$ cat src/rtl/brcu_pkg.sv
package brcu_pkg;

   typedef enum logic [1:0] {
      BR_UNCOND    = 2'd0,
      BR_COND_DISP = 2'd1,
      BR_COND_REG  = 2'd2,
      BR_RSVD      = 2'd3
   } br_kind_e;

   // instruction words are four bytes
   localparam int unsigned INSN_BYTES = 4;

endpackage

$ cat src/rtl/brcu_sext.sv
// Word-scaled immediate: appends two zero bits, then sign-extends to OUT_W.
module brcu_sext #(
   parameter int FIELD_W = 24,
   parameter int OUT_W   = 32
) (
   input  logic [FIELD_W-1:0] field,
   output logic [OUT_W-1:0]   ext
);
   localparam int SCALED_W = FIELD_W + 2;
   localparam int PAD_W    = OUT_W - SCALED_W;

   if (FIELD_W < 1) begin : g_bad_field
      $error("brcu_sext: FIELD_W must be positive");
   end
   if (OUT_W < SCALED_W) begin : g_bad_out
      $error("brcu_sext: OUT_W too narrow for scaled field");
   end

   if (PAD_W == 0) begin : g_exact
      assign ext = {field, 2'b00};
   end else begin : g_pad
      assign ext = {{PAD_W{field[FIELD_W-1]}}, field, 2'b00};
   end
endmodule

$ cat src/rtl/brcu_ctr_eval.sv
// Count-register decrement and zero test.
module brcu_ctr_eval #(
   parameter int CTR_W = 32
) (
   input  logic             active,     // conditional kind in flight
   input  logic             skip_ctr,   // control bit of weight 4
   input  logic             pass_zero,  // control bit of weight 2
   input  logic [CTR_W-1:0] ctr,
   output logic             ctr_ok,
   output logic [CTR_W-1:0] ctr_upd,
   output logic             ctr_dec
);
   logic [CTR_W-1:0] dec_val;
   logic             dec_zero;

   if (CTR_W < 2) begin : g_bad_w
      $error("brcu_ctr_eval: CTR_W must be at least 2");
   end

   assign dec_val  = ctr - CTR_W'(1);
   assign dec_zero = (dec_val == '0);

   always_comb begin
      ctr_dec = active & ~skip_ctr;
      ctr_upd = ctr_dec ? dec_val : ctr;
      if (skip_ctr) begin
         ctr_ok = 1'b1;
      end else if (pass_zero) begin
         ctr_ok = dec_zero;
      end else begin
         ctr_ok = ~dec_zero;
      end
   end
endmodule

$ cat src/rtl/brcu_cr_eval.sv
// Condition-register bit test with MSB-first bit numbering.
module brcu_cr_eval #(
   parameter int CR_W = 32,
   localparam int SEL_W = $clog2(CR_W)
) (
   input  logic             skip_cond,  // control bit of weight 16
   input  logic             want_bit,   // control bit of weight 8
   input  logic [SEL_W-1:0] sel,
   input  logic [CR_W-1:0]  cr,
   output logic             cond_ok
);
   logic [CR_W-1:0] cr_msb_first;
   logic            picked;

   if (CR_W < 2 || (CR_W & (CR_W - 1)) != 0) begin : g_bad_cr
      $error("brcu_cr_eval: CR_W must be a power of two");
   end

   for (genvar i = 0; i < CR_W; i++) begin : g_rev
      assign cr_msb_first[i] = cr[CR_W-1-i];
   end

   assign picked  = cr_msb_first[sel];
   assign cond_ok = skip_cond | (picked == want_bit);
endmodule

$ cat src/rtl/brcu_target.sv
// Next-address selection with one shared relative adder.
module brcu_target #(
   parameter int ADDR_W = 32
) (
   input  brcu_pkg::br_kind_e kind,
   input  logic               abs_addr,
   input  logic               reg_sel,
   input  logic               taken,
   input  logic [ADDR_W-1:0]  pc,
   input  logic [ADDR_W-1:0]  li_ext,
   input  logic [ADDR_W-1:0]  bd_ext,
   input  logic [ADDR_W-1:0]  lr,
   input  logic [ADDR_W-1:0]  ctr,
   output logic [ADDR_W-1:0]  next_addr
);
   import brcu_pkg::*;

   logic [ADDR_W-1:0] disp_sel;
   logic [ADDR_W-1:0] rel_sum;
   logic [ADDR_W-1:0] seq_addr;
   logic [ADDR_W-1:0] reg_src;
   logic [ADDR_W-1:0] imm_tgt;

   assign disp_sel = (kind == BR_UNCOND) ? li_ext : bd_ext;
   assign rel_sum  = pc + disp_sel;
   assign seq_addr = pc + ADDR_W'(INSN_BYTES);
   assign reg_src  = reg_sel ? ctr : lr;
   assign imm_tgt  = abs_addr ? disp_sel : rel_sum;

   always_comb begin
      next_addr = seq_addr;
      if (taken) begin
         unique case (kind)
            BR_UNCOND, BR_COND_DISP: next_addr = imm_tgt;
            BR_COND_REG:             next_addr = {reg_src[ADDR_W-1:2], 2'b00};
            default:                 next_addr = seq_addr;
         endcase
      end
   end
endmodule

$ cat src/rtl/brcu_top.sv
module brcu_top #(
   parameter int XLEN    = 32,
   parameter int CR_W    = 32,
   parameter int LI_W    = 24,
   parameter int BD_W    = 14,
   parameter bit OUT_REG = 1'b1,
   localparam int SEL_W  = $clog2(CR_W)
) (
   input  logic             clk,
   input  logic             rst_n,
   input  logic [1:0]       br_kind,
   input  logic [4:1]       bo_ctl,
   input  logic [SEL_W-1:0] bi,
   input  logic [LI_W-1:0]  li,
   input  logic [BD_W-1:0]  bd,
   input  logic             abs_addr,
   input  logic             reg_sel,
   input  logic [XLEN-1:0]  pc,
   input  logic [CR_W-1:0]  cr,
   input  logic [XLEN-1:0]  ctr,
   input  logic [XLEN-1:0]  lr,
   output logic             taken,
   output logic [XLEN-1:0]  next_pc,
   output logic [XLEN-1:0]  ctr_next,
   output logic             ctr_we
);
   import brcu_pkg::*;

   if (XLEN < LI_W + 2 || XLEN < BD_W + 2) begin : g_bad_xlen
      $error("brcu_top: XLEN narrower than a scaled immediate");
   end

   br_kind_e          kind;
   logic              is_cond;
   logic              ctr_ok, cond_ok, taken_c, dec_c;
   logic [XLEN-1:0]   li_ext, bd_ext, ctr_upd, next_c;

   assign kind    = br_kind_e'(br_kind);
   assign is_cond = (kind == BR_COND_DISP) || (kind == BR_COND_REG);

   brcu_sext #(.FIELD_W(LI_W), .OUT_W(XLEN)) u_li_ext (.field(li), .ext(li_ext));
   brcu_sext #(.FIELD_W(BD_W), .OUT_W(XLEN)) u_bd_ext (.field(bd), .ext(bd_ext));

   brcu_ctr_eval #(.CTR_W(XLEN)) u_ctr (
      .active   (is_cond),
      .skip_ctr (bo_ctl[2]),
      .pass_zero(bo_ctl[1]),
      .ctr      (ctr),
      .ctr_ok   (ctr_ok),
      .ctr_upd  (ctr_upd),
      .ctr_dec  (dec_c)
   );

   brcu_cr_eval #(.CR_W(CR_W)) u_cr (
      .skip_cond(bo_ctl[4]),
      .want_bit (bo_ctl[3]),
      .sel      (bi),
      .cr       (cr),
      .cond_ok  (cond_ok)
   );

   always_comb begin
      unique case (kind)
         BR_UNCOND:                taken_c = 1'b1;
         BR_COND_DISP, BR_COND_REG: taken_c = ctr_ok & cond_ok;
         default:                  taken_c = 1'b0;
      endcase
   end

   brcu_target #(.ADDR_W(XLEN)) u_tgt (
      .kind     (kind),
      .abs_addr (abs_addr),
      .reg_sel  (reg_sel),
      .taken    (taken_c),
      .pc       (pc),
      .li_ext   (li_ext),
      .bd_ext   (bd_ext),
      .lr       (lr),
      .ctr      (ctr),
      .next_addr(next_c)
   );

   if (OUT_REG) begin : g_reg
      always_ff @(posedge clk) begin
         if (!rst_n) begin
            taken    <= 1'b0;
            next_pc  <= '0;
            ctr_next <= '0;
            ctr_we   <= 1'b0;
         end else begin
            taken    <= taken_c;
            next_pc  <= next_c;
            ctr_next <= ctr_upd;
            ctr_we   <= dec_c;
         end
      end
   end else begin : g_comb
      assign taken    = taken_c;
      assign next_pc  = next_c;
      assign ctr_next = ctr_upd;
      assign ctr_we   = dec_c;
   end


   ctr_hold_chk: assert property (@(posedge clk) disable iff (!rst_n)
      bo_ctl[2] |-> (!dec_c && ctr_upd == ctr));


   ctr_dec_chk: assert property (@(posedge clk) disable iff (!rst_n)
      dec_c |-> (ctr_upd == ctr - XLEN'(1)));


   both_tests_chk: assert property (@(posedge clk) disable iff (!rst_n)
      (taken_c && is_cond) |-> (ctr_ok && cond_ok));


   reg_align_chk: assert property (@(posedge clk) disable iff (!rst_n)
      (taken_c && kind == BR_COND_REG) |-> (next_c[1:0] == 2'b00));


   fallthru_chk: assert property (@(posedge clk) disable iff (!rst_n)
      !taken_c |-> (next_c == pc + XLEN'(4)));


   rsvd_idle_chk: assert property (@(posedge clk) disable iff (!rst_n)
      (kind == BR_RSVD) |-> (!taken_c && !dec_c));

   if (OUT_REG) begin : g_lat_chk

      we_latency_chk: assert property (@(posedge clk) disable iff (!rst_n)
         ctr_we |-> ($past(is_cond) && !$past(bo_ctl[2])));
   end
endmodule

$ cat config.mk
export PLATFORM = sky130hd
export DESIGN_NAME = brcu_top
export DESIGN_NICKNAME = d
export VERILOG_FILES = /design/src/rtl/brcu_pkg.sv /design/src/rtl/brcu_sext.sv /design/src/rtl/brcu_ctr_eval.sv /design/src/rtl/brcu_cr_eval.sv /design/src/rtl/brcu_target.sv /design/src/rtl/brcu_top.sv
export SDC_FILE = /design/constraint.sdc
export NUM_CORES = 1
export LEC_CHECK = 0
export ABC_AREA = 1
export ABC_CLOCK_PERIOD_IN_PS = 5300
export CAP_MARGIN = 20
export CORE_MARGIN = 3
export CORE_UTILIZATION = 39
export DETAILED_ROUTE_END_ITERATION = 6
export GPL_TIMING_DRIVEN = 0
export PLACE_DENSITY = 0.7
export SLEW_MARGIN = 20
export SYNTH_ARGS = -nofsm -noshare
export SYNTH_HDL_FRONTEND = slang
export SYNTH_SLANG_ARGS = --single-unit
$ cat constraint.sdc
create_clock -name clk -period 5.3 [get_ports clk]
set_input_delay 1.06 -clock clk [delete_from_list [all_inputs] [get_ports clk]]
set_output_delay 1.06 -clock clk [all_outputs]
set_load 0.02 [all_outputs]
### Word-level counts from Yosys, hierarchy flattened

Cells that the tools add are included.

* register bits after elaboration: 66
* input bits: 181
* output and inout bits: 66
* logic and storage cells: 32

* add/sub/neg operators: 3
* order comparisons: 1
* equality and inequality tests: 3
* mux-type cells: 11
* bitwise operators: 5
* reduce and logical (&&, ||, !) cells: 5

Operator list (count)
* $mux 32: 5
* $pmux 32 s2: 1
* $add 32x3->32 const B: 1
* $add 32x32->32: 1
* $logic_not 32->1: 1
* $sub 32x1->32 const B: 1
* $lt 5x6->1 const B: 1
* $bmux 1 s5: 1
* $reduce_or 2->1: 2
* $mux 1: 3
* $and 1x1->1: 2
* $eq 2x1->1 const B: 1
* $eq 2x2->1 const B: 1
* $logic_not 2->1: 1
* $not 1->1: 2
* $pmux 1 s2: 1
* $eq 1x1->1: 1
* $logic_or 1x1->1: 1
* $or 1x1->1: 1

### Depth between registers and ports, before layout

* depth in word-level cells: 8
* gate-level depth with buffers: 24
* depth with buffers taken out: 22

### Hierarchy

A second synthesis with hierarchy kept.

* cell total of the unflattened synthesis: 1707
* area, all modules: 9410.3 um^2

By module, submodules not included
* brcu_target: instances 1, cells each 1008, area an instance 5087.4 um^2, sequential area each 0.0 um^2
* brcu_top: instances 1, cells each 215, area an instance 1920.6 um^2, sequential area each 1321.3 um^2
* brcu_ctr_eval: instances 1, cells each 337, area an instance 1507.7 um^2, sequential area each 0.0 um^2
* brcu_sext: instances 2, cells each 33, area an instance 244.0 um^2, sequential area each 0.0 um^2
* brcu_cr_eval: instances 1, cells each 81, area an instance 406.6 um^2, sequential area each 0.0 um^2

### Worst setup path before layout

No wires, ideal clock.

* path type: input to register
* start: input port br_kind[0]
* end: register next_pc[20]
* library setup time: 110 ps
* arrival: 3968 ps
* required time: 5190 ps
* path slack: 1222 ps
* cell stages on the path: 23
* path buffers: 2
* cells stage by stage: inv_1 > ha_1 > clkbuf_1 > inv_1 > clkbuf_1 > nand2_1 > nand2_1 > ha_1 > inv_1 > fa_1 > nand3b_1 > nand2_1 > nand2_1 > nand2_1 > nand2_1 > o21ai_0 > nand2_1 > o21ai_0 > o21ai_0 > a21oi_1 > nand3_1 > nand2_1 > nor2_2

* word-level cells in the longest chain between the ends: 6
* elaborated cells between the ends (all ways): 11
* those cells by class: add/sub: 1; eq/ne: 2; mux: 5; reduce/logical: 3

Ends and longest elaborated chain
* from (decl): RTL line brcu_top.sv:11 `input logic [1:0] br_kind,`
* $logic_not 2->1: RTL line brcu_target.sv:24, brcu_target.sv:33, brcu_top.sv:63
* $mux 32: RTL line brcu_target.sv:24 `assign disp_sel = (kind == BR_UNCOND) ? li_ext : bd_ext;`
* $add 32x32->32: RTL line brcu_target.sv:25 `assign rel_sum = pc + disp_sel;`
* $mux 32: RTL line brcu_target.sv:28 `assign imm_tgt = abs_addr ? disp_sel : rel_sum;`
* $pmux 32 s2: RTL line brcu_target.sv:33 `unique case (kind)`
* $mux 32 *: RTL line brcu_target.sv:32 `if (taken) begin`
* to (signal assigned): RTL line brcu_top.sv:92 `next_pc <= next_c;`
* to (decl): RTL line brcu_top.sv:23 `output logic [XLEN-1:0] next_pc,`

Mark *: on every way between the ends. The rest lies on a longest branch, timed or not.
A chain may end at the register's enable or synchronous reset.

### Worst setup path in the final report

* start: input port br_kind[0]
* end: register next_pc[31]

The elaborated chain is that of the path after synthesis.

==> qor.csv <==
stage,metric,value,unit
run_status,status,"finished, final reports clean",
pwr,cell-internal power,1350,uW
placed_design,dpl cell area,10000,sq um
floorplan,height of the die,143,microns
cells_and_area,nets@finish,1763,
synth,most frequent cell after synthesis,nand2_1,
placed_design,GPL Wtd Cong,1.09,
critical_path,Worst Setup End Kind,flip-flop,
pwr,Comb pwr share,44.5,%
pwr,Sw Share,37.6,%
clock_tree,clock slew at reported path FFs,0.05,ns
timing,setup slack after layout,0.285,ns
synth,number of synthesized flops with an enable pin,0,
cells_and_area,Fillers,1888,
synth,prevailing post-synth register cell,dfxtp_1,
floorplan,io pins,247,
clock_tree,TritonCTS clock tree,built,
global_routing,met3 usage,5.12,%
timing,relative slew slack,36.3,%
critical_path,crit path cell chain,"clkdlybuf4s50_1, inv_1, ha_2, inv_1, clkbuf_2, nand2_1, nand2_1, ha_1, nand2_1, o21ai_0, a21boi_1, o21ai_1, a21oi_1, inv_1, nand3_1, nand3_1, nand3_1, nand2_1, nand3_1, nor2_1, nor2_1",
critical_path,"slowest stage cell, crit path",clkdlybuf4s50_1,
cells_and_area,Post-Layout Cell Count,1780,
floorplan,core area,18100,sq um
critical_path,WP data arrival,5.25,ns
pwr,leakage power,0.00475,uW
routing,drt pass-1 iters,6,
global_routing,initial antenna violation count,1,
clock_tree,total CTS buffers,9,
timing,Finish-stage setup viols,0,
routing,Wirelength per Cell,18.1,microns
synth,Synth Instances,1294,
placed_design,hpwl dp,27500,microns
synth,Synth cell types,46,
timing,RSZ-0062 raised after global routing,false,
clock_tree,postcts setup bufs,0,
timing,"Slew Viols, Final",0,
synth,Synth Net Count,1512,
worst_hold_path,Hold Crit Class,primary input to flip-flop,
timing,final period utilization,94.6,%
global_routing,number of global-route vias before repair,8755,
critical_path,worst-path maximum fanout,10,
global_routing,first-pass GRT wire length,48200,microns
cells_and_area,share of the core filled with cells,56.9,%
placed_design,"worst slack, placed",-0.609,ns
pwr,Net Sw Power,813,uW
flow_run,number of max-cap violations,0,
synth,Ys Warns,0,
floorplan,row count,49,
global_routing,GR Overflow Total,0,
critical_path,Startpoint Class,primary input,
synth,synthesized area per cell,5.64,sq um
critical_path,required time worst endpoint,5.53,ns
synth,"area leader, netlist",dfxtp_1,
cells_and_area,synthesis-to-finish area growth,41.4,%
pwr,Peak VDD IR,0.108,mV
global_routing,most used routing layer,met2,
placed_design,port buffer count,241,
floorplan,starting density of the core,40.2,%
floorplan,Die W,143,microns
routing,vias per cell,5.47,
critical_path,critical path class,primary input to flip-flop,
routing,post-route ant nets,0,
global_routing,global routing met2 resource utilization,45.5,%
critical_path,slowest cell delay on critical path,0.46,ns
clock_tree,deepest level of the CTS H-tree,3,
synth,number of synthesized register bits,66,
global_routing,GRT Resource Usage Total,30.7,%
global_routing,global routing usage on met1,44.3,%
pwr,Pwr Density,209,nW/um^2
synth,register area share after synthesis,18.1,%
synth,Yosys top cell area share,18.1,%
clock_tree,CTS Root Cell,clkbuf_16,
routing,routed wire length,32300,microns
placed_design,Post-Place Cells,1764,
synth,cell area after synthesis,7300,sq um
global_routing,pin count of the biggest net entering global routing,13,
timing,Final Critical Period,5.02,ns
timing,Total Neg Setup Slack,0,ns
timing,Fin. Hold Viols,0,
clock_tree,# clock sinks,66,
timing,Worst-Margin Slew,0.947,ns
synth,synth cell count leaders,"nand2_1, nor2_1, inv_1, o21ai_0, a21oi_1",
critical_path,"CP delay by family, top",compound AO/OA/AOI/OAI gates,
routing,via count,9730,
cells_and_area,share of cells above drive strength 1,4.26,%
pwr,Clock Power Share,29.8,%
routing,Remaining DRCs,0,
clock_tree,worst-case clock buffer depth,2,
critical_path,CP bufs+invs,5,
timing,fmax,199,MHz
floorplan,die footprint,20400,sq um
cells_and_area,final instance area,10300,sq um
synth,Synth async-reset ratio,0,%
routing,Starting DRT DRC Count,1142,
pwr,sequential share of power,25.7,%
synth,largest cells by area after synthesis,"dfxtp_1, nand2_1, nor2_1, o21ai_0, a21oi_1",
[layout make-up]
| type | instances | area [sq um] | area share, % |
|---|---|---|---|
| inverters | 166 | 628 | 6.08 |
| multi-input cells | 1021 | 5150 | 49.9 |
| clock buffers | 10 | 229 | 2.22 |
| well taps | 229 | 287 | 2.78 |
| flip-flops and latches | 66 | 1320 | 12.8 |
| repair buffers | 241 | 2410 | 23.4 |
| plain buffers | 40 | 203 | 1.96 |
| clock inverters | 6 | 91.3 | 0.885 |
| diodes | 1 | 2.50 | 0.0242 |
[kinds of logic after synthesis]
kind of cell,synth area share [%]
AO/OA/AOI/OAI,21.4
adder cells (fa/ha/maj),6.44
AND/OR/NAND/NOR,38.6
XOR/XNOR,4.08
buffers and inverters,11.4
flip-flops,18.1
[registers in the layout (all words and copies together), names as in the netlist]
signal,flops
ctr_we,1
next_pc,32
taken,1
ctr_next,32
[power groups by stage]
stage,Clock [uW],Sequential (uW),Combinational [uW]
after floorplan,0,625,457
after global placement,0,565,929
after detailed placement,0,566,932
after CTS,653,556,938
after global routing,670,559,1040
final,643,555,961
[cell usage in the layout (no fill, tap or decap), drive strengths merged, types with 14 or more instances in the layout]
master,count
nand2,313
clkdlybuf4s50,241
nor2,212
inv,166
o21ai,137
a21oi,127
nand3,85
dfxtp,66
clkbuf,39
ha,36
nand4,21
xor2,20
xnor2,14
[stage by stage]
stage / power (uW) / hold slack (ns)
floorplan: 1080 / 1.21
global placement: 1490 / 1.45
detailed placement: 1500 / 1.46
CTS: 2150 / 1.11
global route: 2270 / 1.16
finish: 2160 / 1.12
[worst paths after layout]
check,from,endpoint,cells past startpoint
max,br_kind[0],next_pc[31],21
min,rst_n,ctr_next[4],3
[layer usage]
| layer | share of wire, % | vias to the layer above |
|---|---|---|
| met5 | 0 | - |
| met4 | 4.3 | 0 |
| met3 | 11 | 72 |
| met2 | 42 | 632 |
| met1 | 43 | 4294 |
| li1 | - | 4732 |
[timing repair]
action                                  in CTS  in global routing
gates resized for setup                      3                  3
hold buffers                                 0                  0
endpoints found under the setup margin       7                 15
(Power assumes the default switching activity.)
